<file path="src/rtl/cpwm_pkg.sv">
package cpwm_pkg;
  typedef enum logic [1:0] {
    XFER_TROUGH = 2'b00,
    XFER_CREST  = 2'b01,
    XFER_BOTH   = 2'b10,
    XFER_IMM    = 2'b11
  } xfer_mode_e;

  localparam logic [1:0] SEL_PRD  = 2'd0;
  localparam logic [1:0] SEL_BUF  = 2'd1;
  localparam logic [1:0] SEL_MODE = 2'd2;
endpackage

</file>
<file path="src/rtl/cpwm_counters.sv">
module cpwm_counters #(
  parameter int DW     = 16,
  parameter int DT_OFF = 2
) (
  input  logic          clk_i,
  input  logic          rst_ni,
  input  logic          en_i,
  input  logic [DW-1:0] prd_i,
  output logic [DW-1:0] c0_o,
  output logic [DW-1:0] c1_o,
  output logic          udf_o,
  output logic          crest_o
);
  localparam logic [DW-1:0] OFF = DW'(DT_OFF);
  localparam int NLANE = 2;

  logic [DW-1:0] cnt_q [NLANE];
  logic          up_q;
  logic [DW-1:0] top;

  assign top     = prd_i - OFF;
  assign crest_o = en_i && up_q && (cnt_q[1] >= top);
  assign udf_o   = en_i && !up_q && (cnt_q[1] == '0);

  always_ff @(posedge clk_i or negedge rst_ni) begin
    if (!rst_ni)       up_q <= 1'b1;
    else if (crest_o)  up_q <= 1'b0;
    else if (udf_o)    up_q <= 1'b1;
  end

  // lane 0 leads by the dead-time offset, lane 1 starts at zero
  for (genvar g = 0; g < NLANE; g++) begin : g_lane
    localparam logic [DW-1:0] BASE = (g == 0) ? OFF : '0;
    always_ff @(posedge clk_i or negedge rst_ni) begin
      if (!rst_ni)       cnt_q[g] <= BASE;
      else if (en_i) begin
        if (crest_o)     cnt_q[g] <= cnt_q[g] - 1'b1;
        else if (udf_o)  cnt_q[g] <= BASE + 1'b1;
        else if (up_q)   cnt_q[g] <= cnt_q[g] + 1'b1;
        else             cnt_q[g] <= cnt_q[g] - 1'b1;
      end
    end
  end

  assign c0_o = cnt_q[0];
  assign c1_o = cnt_q[1];

  assert_lane_gap_R2: assert property (@(posedge clk_i) disable iff (!rst_ni)
    cnt_q[0] == cnt_q[1] + OFF);

  assert_udf_restart_R2: assert property (@(posedge clk_i) disable iff (!rst_ni)
    udf_o |=> (cnt_q[1] == DW'(1)) && up_q);
endmodule

</file>
<file path="src/rtl/cpwm_xfer_ctrl.sv">
module cpwm_xfer_ctrl
  import cpwm_pkg::*;
#(
  parameter int              DW      = 16,
  parameter logic [DW-1:0]   BUF_RST = '1,
  parameter logic [DW-1:0]   PRD_RST = DW'(20)
) (
  input  logic          clk_i,
  input  logic          rst_ni,
  input  logic          wr_en_i,
  input  logic [1:0]    wr_sel_i,
  input  logic [DW-1:0] wr_data_i,
  input  logic          udf_i,
  input  logic          crest_i,
  output logic [DW-1:0] prd_o,
  output logic [DW-1:0] cmp_o
);
  logic [DW-1:0] prd_q, buf_q, cmp_q;
  xfer_mode_e    mode_q;
  logic          force_q, dirty_q;
  logic          buf_wr, frc_nxt, mode_evt, evt;

  assign buf_wr  = wr_en_i && (wr_sel_i == SEL_BUF);
  // extreme request, or leaving/pending an extreme state
  assign frc_nxt = (wr_data_i >= prd_q) || (cmp_q >= prd_q) || force_q;

  always_comb begin
    unique case (mode_q)
      XFER_TROUGH: mode_evt = udf_i;
      XFER_CREST:  mode_evt = crest_i;
      XFER_BOTH:   mode_evt = udf_i || crest_i;
      default:     mode_evt = 1'b0;
    endcase
  end

  assign evt = force_q ? udf_i : mode_evt;

  always_ff @(posedge clk_i or negedge rst_ni) begin
    if (!rst_ni) begin
      prd_q   <= PRD_RST;
      buf_q   <= BUF_RST;
      cmp_q   <= '0;
      mode_q  <= XFER_TROUGH;
      force_q <= 1'b0;
      dirty_q <= 1'b0;
    end else begin
      if (evt && dirty_q) begin
        cmp_q   <= buf_q;
        dirty_q <= 1'b0;
        force_q <= 1'b0;
      end
      if (wr_en_i) begin
        case (wr_sel_i)
          SEL_PRD:  prd_q  <= wr_data_i;
          SEL_MODE: mode_q <= xfer_mode_e'(wr_data_i[1:0]);
          SEL_BUF: begin
            buf_q   <= wr_data_i;
            dirty_q <= 1'b1;
            force_q <= frc_nxt;
            if (mode_q == XFER_IMM && !frc_nxt) begin
              cmp_q   <= wr_data_i;
              dirty_q <= 1'b0;
            end
          end
          default: ;
        endcase
      end
    end
  end

  assign prd_o = prd_q;
  assign cmp_o = cmp_q;

  // compare only moves on an event or a buffer write
  assert_cmp_source_R3: assert property (@(posedge clk_i) disable iff (!rst_ni)
    !$stable(cmp_q) |-> $past(udf_i || crest_i || buf_wr));

  // while an extreme transfer is pending, only a trough moves the compare
  assert_forced_trough_R7: assert property (@(posedge clk_i) disable iff (!rst_ni)
    ($past(force_q) && !$stable(cmp_q)) |-> $past(udf_i));
endmodule

</file>
<file path="src/rtl/cpwm_out_stage.sv">
module cpwm_out_stage #(
  parameter int DW = 16
) (
  input  logic [DW-1:0] c0_i,
  input  logic [DW-1:0] c1_i,
  input  logic [DW-1:0] cmp_i,
  input  logic [DW-1:0] prd_i,
  output logic          pos_o,
  output logic          neg_o
);
  logic forced;

  assign forced = cmp_i >= prd_i;
  assign pos_o  = forced | (c0_i <= cmp_i);
  // trailing lane lags by the offset, giving the dead band
  assign neg_o  = !forced && (c1_i > cmp_i);
endmodule

</file>
<file path="src/rtl/cpwm_duty_xfer.sv">
module cpwm_duty_xfer #(
  parameter int            DW      = 16,
  parameter int            DT_OFF  = 2,
  parameter logic [DW-1:0] PRD_RST = DW'(20),
  parameter logic [DW-1:0] BUF_RST = '1
) (
  input  logic          clk_i,
  input  logic          rst_ni,
  input  logic          en_i,
  input  logic          wr_en_i,
  input  logic [1:0]    wr_sel_i,
  input  logic [DW-1:0] wr_data_i,
  output logic          pos_o,
  output logic          neg_o,
  output logic          udf_o,
  output logic          crest_o,
  output logic [DW-1:0] cmp_o
);
  logic [DW-1:0] prd, c0, c1;

  cpwm_counters #(.DW(DW), .DT_OFF(DT_OFF)) i_cnt (
    .clk_i(clk_i), .rst_ni(rst_ni), .en_i(en_i), .prd_i(prd),
    .c0_o(c0), .c1_o(c1), .udf_o(udf_o), .crest_o(crest_o)
  );

  cpwm_xfer_ctrl #(.DW(DW), .BUF_RST(BUF_RST), .PRD_RST(PRD_RST)) i_xfer (
    .clk_i(clk_i), .rst_ni(rst_ni), .wr_en_i(wr_en_i), .wr_sel_i(wr_sel_i),
    .wr_data_i(wr_data_i), .udf_i(udf_o), .crest_i(crest_o),
    .prd_o(prd), .cmp_o(cmp_o)
  );

  cpwm_out_stage #(.DW(DW)) i_out (
    .c0_i(c0), .c1_i(c1), .cmp_i(cmp_o), .prd_i(prd),
    .pos_o(pos_o), .neg_o(neg_o)
  );

  assert_no_overlap_R11: assert property (@(posedge clk_i) disable iff (!rst_ni)
    !(pos_o && neg_o));
endmodule

</file>
<file path="config.mk">
export PLATFORM = sky130hd
export DESIGN_NAME = cpwm_duty_xfer
export DESIGN_NICKNAME = d
export VERILOG_FILES = /design/src/rtl/cpwm_pkg.sv /design/src/rtl/cpwm_counters.sv /design/src/rtl/cpwm_xfer_ctrl.sv /design/src/rtl/cpwm_out_stage.sv /design/src/rtl/cpwm_duty_xfer.sv
export SDC_FILE = /design/constraint.sdc
export NUM_CORES = 1
export LEC_CHECK = 0
export CORE_ASPECT_RATIO = 0.9
export CORE_MARGIN = 2
export CORE_UTILIZATION = 40
export DETAILED_ROUTE_END_ITERATION = 8
export HOLD_SLACK_MARGIN = 0.08
export PLACE_DENSITY = 0.56
export SYNTH_ARGS = -nofsm -noshare
export SYNTH_HDL_FRONTEND = slang
export SYNTH_HIERARCHICAL = 1
export SYNTH_SLANG_ARGS = --single-unit
export TNS_END_PERCENT = 100
</file>
<file path="constraint.sdc">
create_clock -name clk_i -period 4.6 [get_ports clk_i]
set_clock_uncertainty 0.1 [all_clocks]
set_input_delay 0.92 -clock clk_i [delete_from_list [all_inputs] [get_ports clk_i]]
set_output_delay 0.92 -clock clk_i [all_outputs]
set_load 0.05 [all_outputs]
</file>
==> impl_results.md, run 1 <==
- Slowest stage delay, CP: 470 ps
- Pwr Density: 546 nW/um2
- Max Slew Vio Count: 0
- Filler cells: 1808
- Chip Width: 148 um
- LEAKAGE: 3.79 nW
- RD Place Congestion: 0.879
- Share of the synthesized area in the top cell type: 0.218
- Internal power: 2.46 mW
- DR pass1 iterations: 5
- Drt total wl: 21.0 mm
- Synthesized-area fraction occupied by adder cells: 0.169
- Root buffer cell: clkbuf_16
- Area of the multi-input gates: 4910 um2
- Period utilization: 0.976
- Dpl cell area: 8200 um2
- Worst VDD drop: 0.000265 V
- Mean area per synthesized cell: 8.85 um2
- Fin crit period: 4490 ps
- Commonest cells post-synth: 101 x ha_1, 81 x nand2_1, 69 x inv_1
- Power share of the clock group: 0.158
- Number of antenna diodes: 0
- Mapped Cells: 844
- Clock Pin Slew Worst Setup and Hold Paths: 70 ps
- Hold_sp: i_xfer/buf_q[0]
- R2r setup slk: 190 ps
- Main area contributors after synthesis: dfrtp_1 22%, ha_1 17%, dfstp_2 7.0%
- Total CTS buffers: 9
- Gate power share: 0.537
- Skew-Pair Late Insertion Delay: 350 ps
- CTS tree: yes
- # Max-Cap Violations: 0
- Compound-Gate Fraction of Synth Area: 0.187
- Post-synth ARST share: 1.00
- Crit path DAT: 3470 ps
- Critical Path Fanout Max: 4
- Die Ht: 134 um
- H-tree Lvls: 3
- Setup CP Type: flip-flop to output pin
- Critical path, cell by cell: or3_4 > or4_4 > nor4_4 > xnor2_1 > ha_1 > and4_4 > nand4_1 > o311ai_4 > o211ai_1 > inv_1 > buf_6 > buf_12
- Final nets: 1017
- Core area: 18300 um2
- Sequential fraction of the synthesis area: 0.288
- Clk sink count: 85
- Initial Util: 0.407
- Pwr Total: 4.69 mW
- Reg2reg path depth: 18
- Hold slack: 392 ps
- Largest net degree at the start of global routing: 69
- Global Route Usage Sum: 0.216
- GR Overflow Total: 0
- Slowest CP cell: or4_4
- IO Count: 42
- Sw Pwr: 2.23 mW
- Maximum clock rate: 223 MHz
- Vias in the first global route: 6066
- Slew margin rel.: 0.362
- Syn_nets: 967
- Synth Area in XOR/XNOR: 0.0188
- EDFF count, synth: 0
- Storage cell area: 2150 um2
- CP Launch Type: flip-flop
- DR iter-0 viols: 495
- DRT antenna net count: 0
- Layout cells sized above 1: 0.164
- CP top delay family: simple AND/OR/NAND/NOR gates
- DRC viols: 0
- HPWL after detailed placement: 15.5 mm
- Routed WL per cell: 18.4 um
- Combinational family with the most area after synthesis: compound AO/OA/AOI/OAI gates
- Worst slew pin tran: 957 ps
- IO Port Bufs: 41
- Hold path depth: 2
- Routed vias/inst: 5.75
- Status: complete, no violations
- FF+latch count, synth: 85
- Switching share of power: 0.476
- Yosys Warn Count: 6
- Simple-gate share of the synthesized area: 0.186
- Hold Crit Class: flip-flop to flip-flop
- Final hold viol count: 0
- Initial antenna violation count: 0
- CTS Buffer Depth: 2
- R2R Path Start: i_xfer/prd_o[9]
- Final Cell Area: 8590 um2
- Die area: 19800 um2
- First-pass GRT wire length: 33.6 mm
- Total Neg Setup Slack: 0 ps
- Hold Path Sink: i_xfer/buf_q[0]
- Final setup violation count: 0
- CP bufs+invs: 3
- Leading area contributor after synthesis: dfrtp_1
- Cell variety after synth: 77
- Most numerous cell in the Yosys netlist: ha_1
- Sequential Power Share: 0.305
- Total vias in the final route: 6576
- Critical path capture point type: output pin
- Hold buffer count at cts: 0
- Worst path required time: 3580 ps
- Row Count: 47
- Post-synthesis mux area share: 0.0871
- Post-Syn Area: 7470 um2
- Synth-to-layout area growth: 15.0%
- Top_reg_cell synth: dfrtp_1
- FF-to-FF End: i_xfer/cmp_o[6]
## worst max path at each step
| stage | from | endpoint | cells past startpoint |
|---|---|---|---|
| 2_1_floorplan | i_xfer/prd_o[9] | i_xfer/cmp_o[10] | 18 |
| 3_3_place_gp | i_xfer/prd_o[9] | i_xfer/cmp_o[12] | 17 |
| 3_5_place_dp | i_xfer/prd_o[9] | i_xfer/cmp_o[6] | 17 |
| 4_1_cts | i_xfer/prd_o[9] | crest_o | 12 |
| 5_1_grt | i_xfer/prd_o[9] | crest_o | 12 |
| 6_report | i_xfer/prd_o[9] | crest_o | 12 |
## cell type report
cell class,count,area share
repair buffers,70,0.0771
well taps,245,0.0357
clock inverters,6,0.00626
clock buffers,10,0.0278
inverters,70,0.0306
flip-flops and latches,85,0.251
multi-input cells,658,0.572
## metrics by stage
stage | std cells | setup WS, ps | util
floorplan | 844 | 52.7 | -
global placement | 1123 | 96.7 | 0.447
detailed placement | 1123 | 25.7 | 0.447
CTS | 1141 | 3.87 | 0.465
global route | 1144 | -49.2 | 0.468
finish | 1144 | 110 | 0.468
## power groups by stage
stage	clock network, mW	logic (mW)	registers (mW)
floorplan	0	1.69	1.43
global placement	0	2.43	1.45
detailed placement	0	2.45	1.45
CTS	0.764	2.48	1.43
global route	0.797	2.82	1.48
finish	0.741	2.52	1.43
## state kept, by name, summed over array words and instances (netlist names)
name            count
i_cnt/c1_o         16
i_xfer/prd_o       16
i_xfer/force_q      1
i_xfer/buf_q       16
i_xfer/cmp_o       16
i_cnt/c0_o         16
i_xfer/dirty_q      1
i_cnt/up_q          1
i_xfer/mode_q       2
## routing by layer
metal	share of wire	wire, um	track usage	vias up
met1	0.51	10700	0.331	3177
met2	0.44	9230	0.325	148
li1	-	-	-	3239
met3	0.046	966	0.0346	12
met5	0	0	0	-
met4	0.0066	138	0.0328	0
## logic make-up (layout without fill, tap and decap cells)
kind of cell,after synthesis,count (layout)
simple gates,272,272
compound gates,213,213
fa+ha+maj,101,101
buf+inv,101,156
flops,85,85
mux,56,56
xor+xnor,16,16
## placed cells by master, fill, tap and decap left out, types with 9 or more instances in the layout
master / count
dfstp_2: 20
a21oi_1: 60
clkbuf_16: 9
nand2_1: 80
nor3_1: 34
clkdlybuf4s50_1: 38
o21ai_0: 50
nand3_1: 19
nand4_1: 20
mux2_2: 40
nor4_1: 13
inv_1: 69
ha_1: 101
nor2_1: 51
xnor2_1: 12
buf_4: 28
a211oi_1: 9
o21a_1: 10
a31oi_1: 9
dfrtp_1: 65
and3_1: 9
## worst min-delay path, cell delays in order, from the launching register on
cell	delay, ps
dfstp_2	370
nand2_1	40
o21ai_0	70
## repair_timing
action | 4_1_cts | 5_1_grt
resized for setup | 5 | 8
setup buffers | 2 | 3
endpoints found under the setup margin | 14 | 16
endpoints found under the hold margin | 0 | 0
pin swaps | 2 | 3
No activity file was read; power rests on OpenSTA's default activity.
==> run 2: changes to the inputs <==
--- a/config.mk
+++ b/config.mk
@@ -9,6 +9,7 @@
 export CORE_MARGIN = 2
 export CORE_UTILIZATION = 40
 export DETAILED_ROUTE_END_ITERATION = 8
+export GPL_ROUTABILITY_DRIVEN = 1
 export HOLD_SLACK_MARGIN = 0.08
 export PLACE_DENSITY = 0.56
 export SYNTH_ARGS = -nofsm -noshare
==> results of run 2 <==
Final layout, timing and power as in run 1 (identical DEF).
==> run 3: changes to the inputs <==
--- a/config.mk
+++ b/config.mk
@@ -11,9 +11,7 @@
 export DETAILED_ROUTE_END_ITERATION = 8
 export GPL_ROUTABILITY_DRIVEN = 1
 export HOLD_SLACK_MARGIN = 0.08
-export PLACE_DENSITY = 0.56
+export PLACE_DENSITY = 0.57
 export SYNTH_ARGS = -nofsm -noshare
 export SYNTH_HDL_FRONTEND = slang
-export SYNTH_HIERARCHICAL = 1
 export SYNTH_SLANG_ARGS = --single-unit
-export TNS_END_PERCENT = 100
==> impl_results.md, run 3 <==
- Final hold viol count: 0
- Core Util, Final: 0.474
- Share of the synthesized area in the top cell type: 0.233
- Routed vias/inst: 5.82
- DRT antenna net count: 0
- Clock Pin Slew Worst Setup and Hold Paths: 70 ps
- Post-Place Worst Slack: 212 ps
- Hold slack: 358 ps
- GR Overflow Total: 0
- Hold Path Sink: i_xfer.buf_q[9]
- Post-synth ARST share: 1.00
- R2R Path Start: i_xfer.prd_o[6]
- H-tree Lvls: 3
- Sequential Power Share: 0.355
- Total CTS buffers: 9
- Fin crit period: 4400 ps
- CTS Buffer Depth: 2
- Max Slew Vio Count: 0
- Hold buffer count at cts: 0
- Vias in the first global route: 6134
- Pwr Density: 467 nW/um2
- Die area: 18500 um2
- EDFF count, synth: 0
- Slew margin rel.: 0.333
- Total Neg Setup Slack: 0 ps
- Crit path DAT: 3380 ps
- Initial Util: 0.411
- Setup CP Type: flip-flop to output pin
- Most numerous cell in the Yosys netlist: nand2_1
- Sw Pwr: 1.69 mW
- Setup bufs post-CTS: 0
- Root buffer cell: clkbuf_16
- IO Port Bufs: 41
- Maximum clock rate: 227 MHz
- HPWL after detailed placement: 15.2 mm
- Slowest stage delay, CP: 530 ps
- Synth-to-layout area growth: 15.4%
- CP bufs+invs: 3
- R2r setup slk: 440 ps
- DRC viols: 0
- Hold path depth: 2
- Die Ht: 129 um
- Critical Path Fanout Max: 4
- Layout cells sized above 1: 0.122
- Post-Syn Area: 6980 um2
- Yosys Warn Count: 0
- Routed WL per cell: 19.2 um
- Final Cell Area: 8060 um2
- Top_reg_cell synth: dfrtp_1
- Status: complete, no violations
- Chip Width: 143 um
- Cell variety after synth: 73
- FF-to-FF End: i_xfer.cmp_o[11]
- Final setup violation count: 0
- CTS tree: yes
- Slowest CP cell: clkdlybuf4s15_1
- Clk sink count: 85
- DR pass1 iterations: 5
- DR iter-0 viols: 453
- Largest net degree at the start of global routing: 62
- Worst slew pin tran: 997 ps
- Non-filler cells, final: 1079
- CP Launch Type: flip-flop
- Drt total wl: 20.7 mm
- Skew-Pair Late Insertion Delay: 360 ps
- Most frequent cells in the layout: 119 x nand2_1, 85 x ha_1, 65 x dfrtp_1
- Gate power share: 0.447
- CP top delay family: compound AO/OA/AOI/OAI gates
- Total placed cells including tap cells: 1063
- Reg2reg path depth: 18
- Number of antenna diodes: 0
- Main area contributors after synthesis: dfrtp_1 23%, ha_1 15%, dfstp_2 7.5%
- Dpl cell area: 7720 um2
- Core area: 17000 um2
- Global Route Usage Sum: 0.234
- Power share of the clock group: 0.198
- # Max-Cap Violations: 0
- Row Count: 45
- IO Count: 42
- FF+latch count, synth: 85
- Total vias in the final route: 6277
- Hold_sp: i_xfer.buf_q[9]
- Leading area contributor after synthesis: dfrtp_1
- Sequential fraction of the synthesis area: 0.308
- Period utilization: 0.957
- Pwr Total: 3.76 mW
- RD Place Congestion: 0.896
- Commonest non-fill, non-tap cell in the layout: nand2_1
- First-pass GRT wire length: 33.7 mm
- Critical path, cell by cell: inv_1 > ha_1 > a21o_1 > a21o_1 > a21oi_1 > and3b_1 > nand2_1 > o21ai_0 > buf_4 > nand2_1 > a31oi_1 > clkdlybuf4s15_1
- LEAKAGE: 3.49 nW
- Hold Crit Class: flip-flop to flip-flop
- Commonest cells post-synth: 119 x nand2_1, 85 x ha_1, 65 x dfrtp_1
- Worst path required time: 3580 ps
- Switching share of power: 0.448
- Fin worst setup slack: 199 ps
- Mean area per synthesized cell: 8.73 um2
- Worst VDD drop: 0.000214 V
- Mapped Cells: 800
- Syn_nets: 907
- Final nets: 946
- Critical path capture point type: output pin
- Internal power: 2.07 mW
- Initial antenna violation count: 0
[run 3: kinds of logic (layout without fill, tap and decap cells)]
| group | Yosys count | after routing | synth area share |
|---|---|---|---|
| xor+xnor | 18 | 18 | 0.0226 |
| simple gates | 277 | 277 | 0.198 |
| flops | 85 | 85 | 0.308 |
| mux | 50 | 50 | 0.0779 |
| compound gates | 202 | 202 | 0.193 |
| fa+ha+maj | 85 | 85 | 0.152 |
| buf+inv | 83 | 127 | 0.0480 |
[run 3: cell type report]
cell class,count,area (um2)
Inverter,50,190
Fill cell,1623,8950
Multi-Input combinational cell,632,4540
Tap cell,235,294
Clock buffer,10,239
Sequential cell,85,2150
Timing Repair Buffer,61,593
Clock inverter,6,52.6
[run 3: tightest hold or removal path, stage by stage, from the launching register on]
cell and delay, ps:
dfstp_2 370, nand2_1 50, nand2_1 40
[run 3: power by group through the flow]
stage	clock [mW]	sequential, mW	combinational, mW
floorplan	0	1.21	1.23
global placement	0	1.34	1.60
detailed placement	0	1.35	1.65
CTS	0.760	1.33	1.65
global route	0.789	1.38	1.90
finish	0.744	1.34	1.68
[run 3: timing repair]
item,CTS,global route
endpoints found under the setup margin,2,20
pin swaps,0,3
gates cloned,0,0
gates resized for setup,3,6
[run 3: metal layers]
metal,global-route usage,up-vias,routed length [um]
met1,0.342,3034,10200
li1,-,3041,-
met2,0.359,181,9110
met3,0.0466,21,1140
met5,0,-,0
met4,0.0536,0,294
[run 3: worst max path at each step]
stage / start / endpoint / depth (start not counted)
detailed placement: wr_data_i[0] / i_xfer.cmp_o[11] / 12
finish: i_xfer.prd_o[13] / neg_o / 12
CTS: i_xfer.prd_o[6] / crest_o / 15
global placement: wr_data_i[0] / i_xfer.cmp_o[12] / 12
global route: i_xfer.prd_o[6] / crest_o / 15
floorplan: i_xfer.prd_o[6] / crest_o / 14
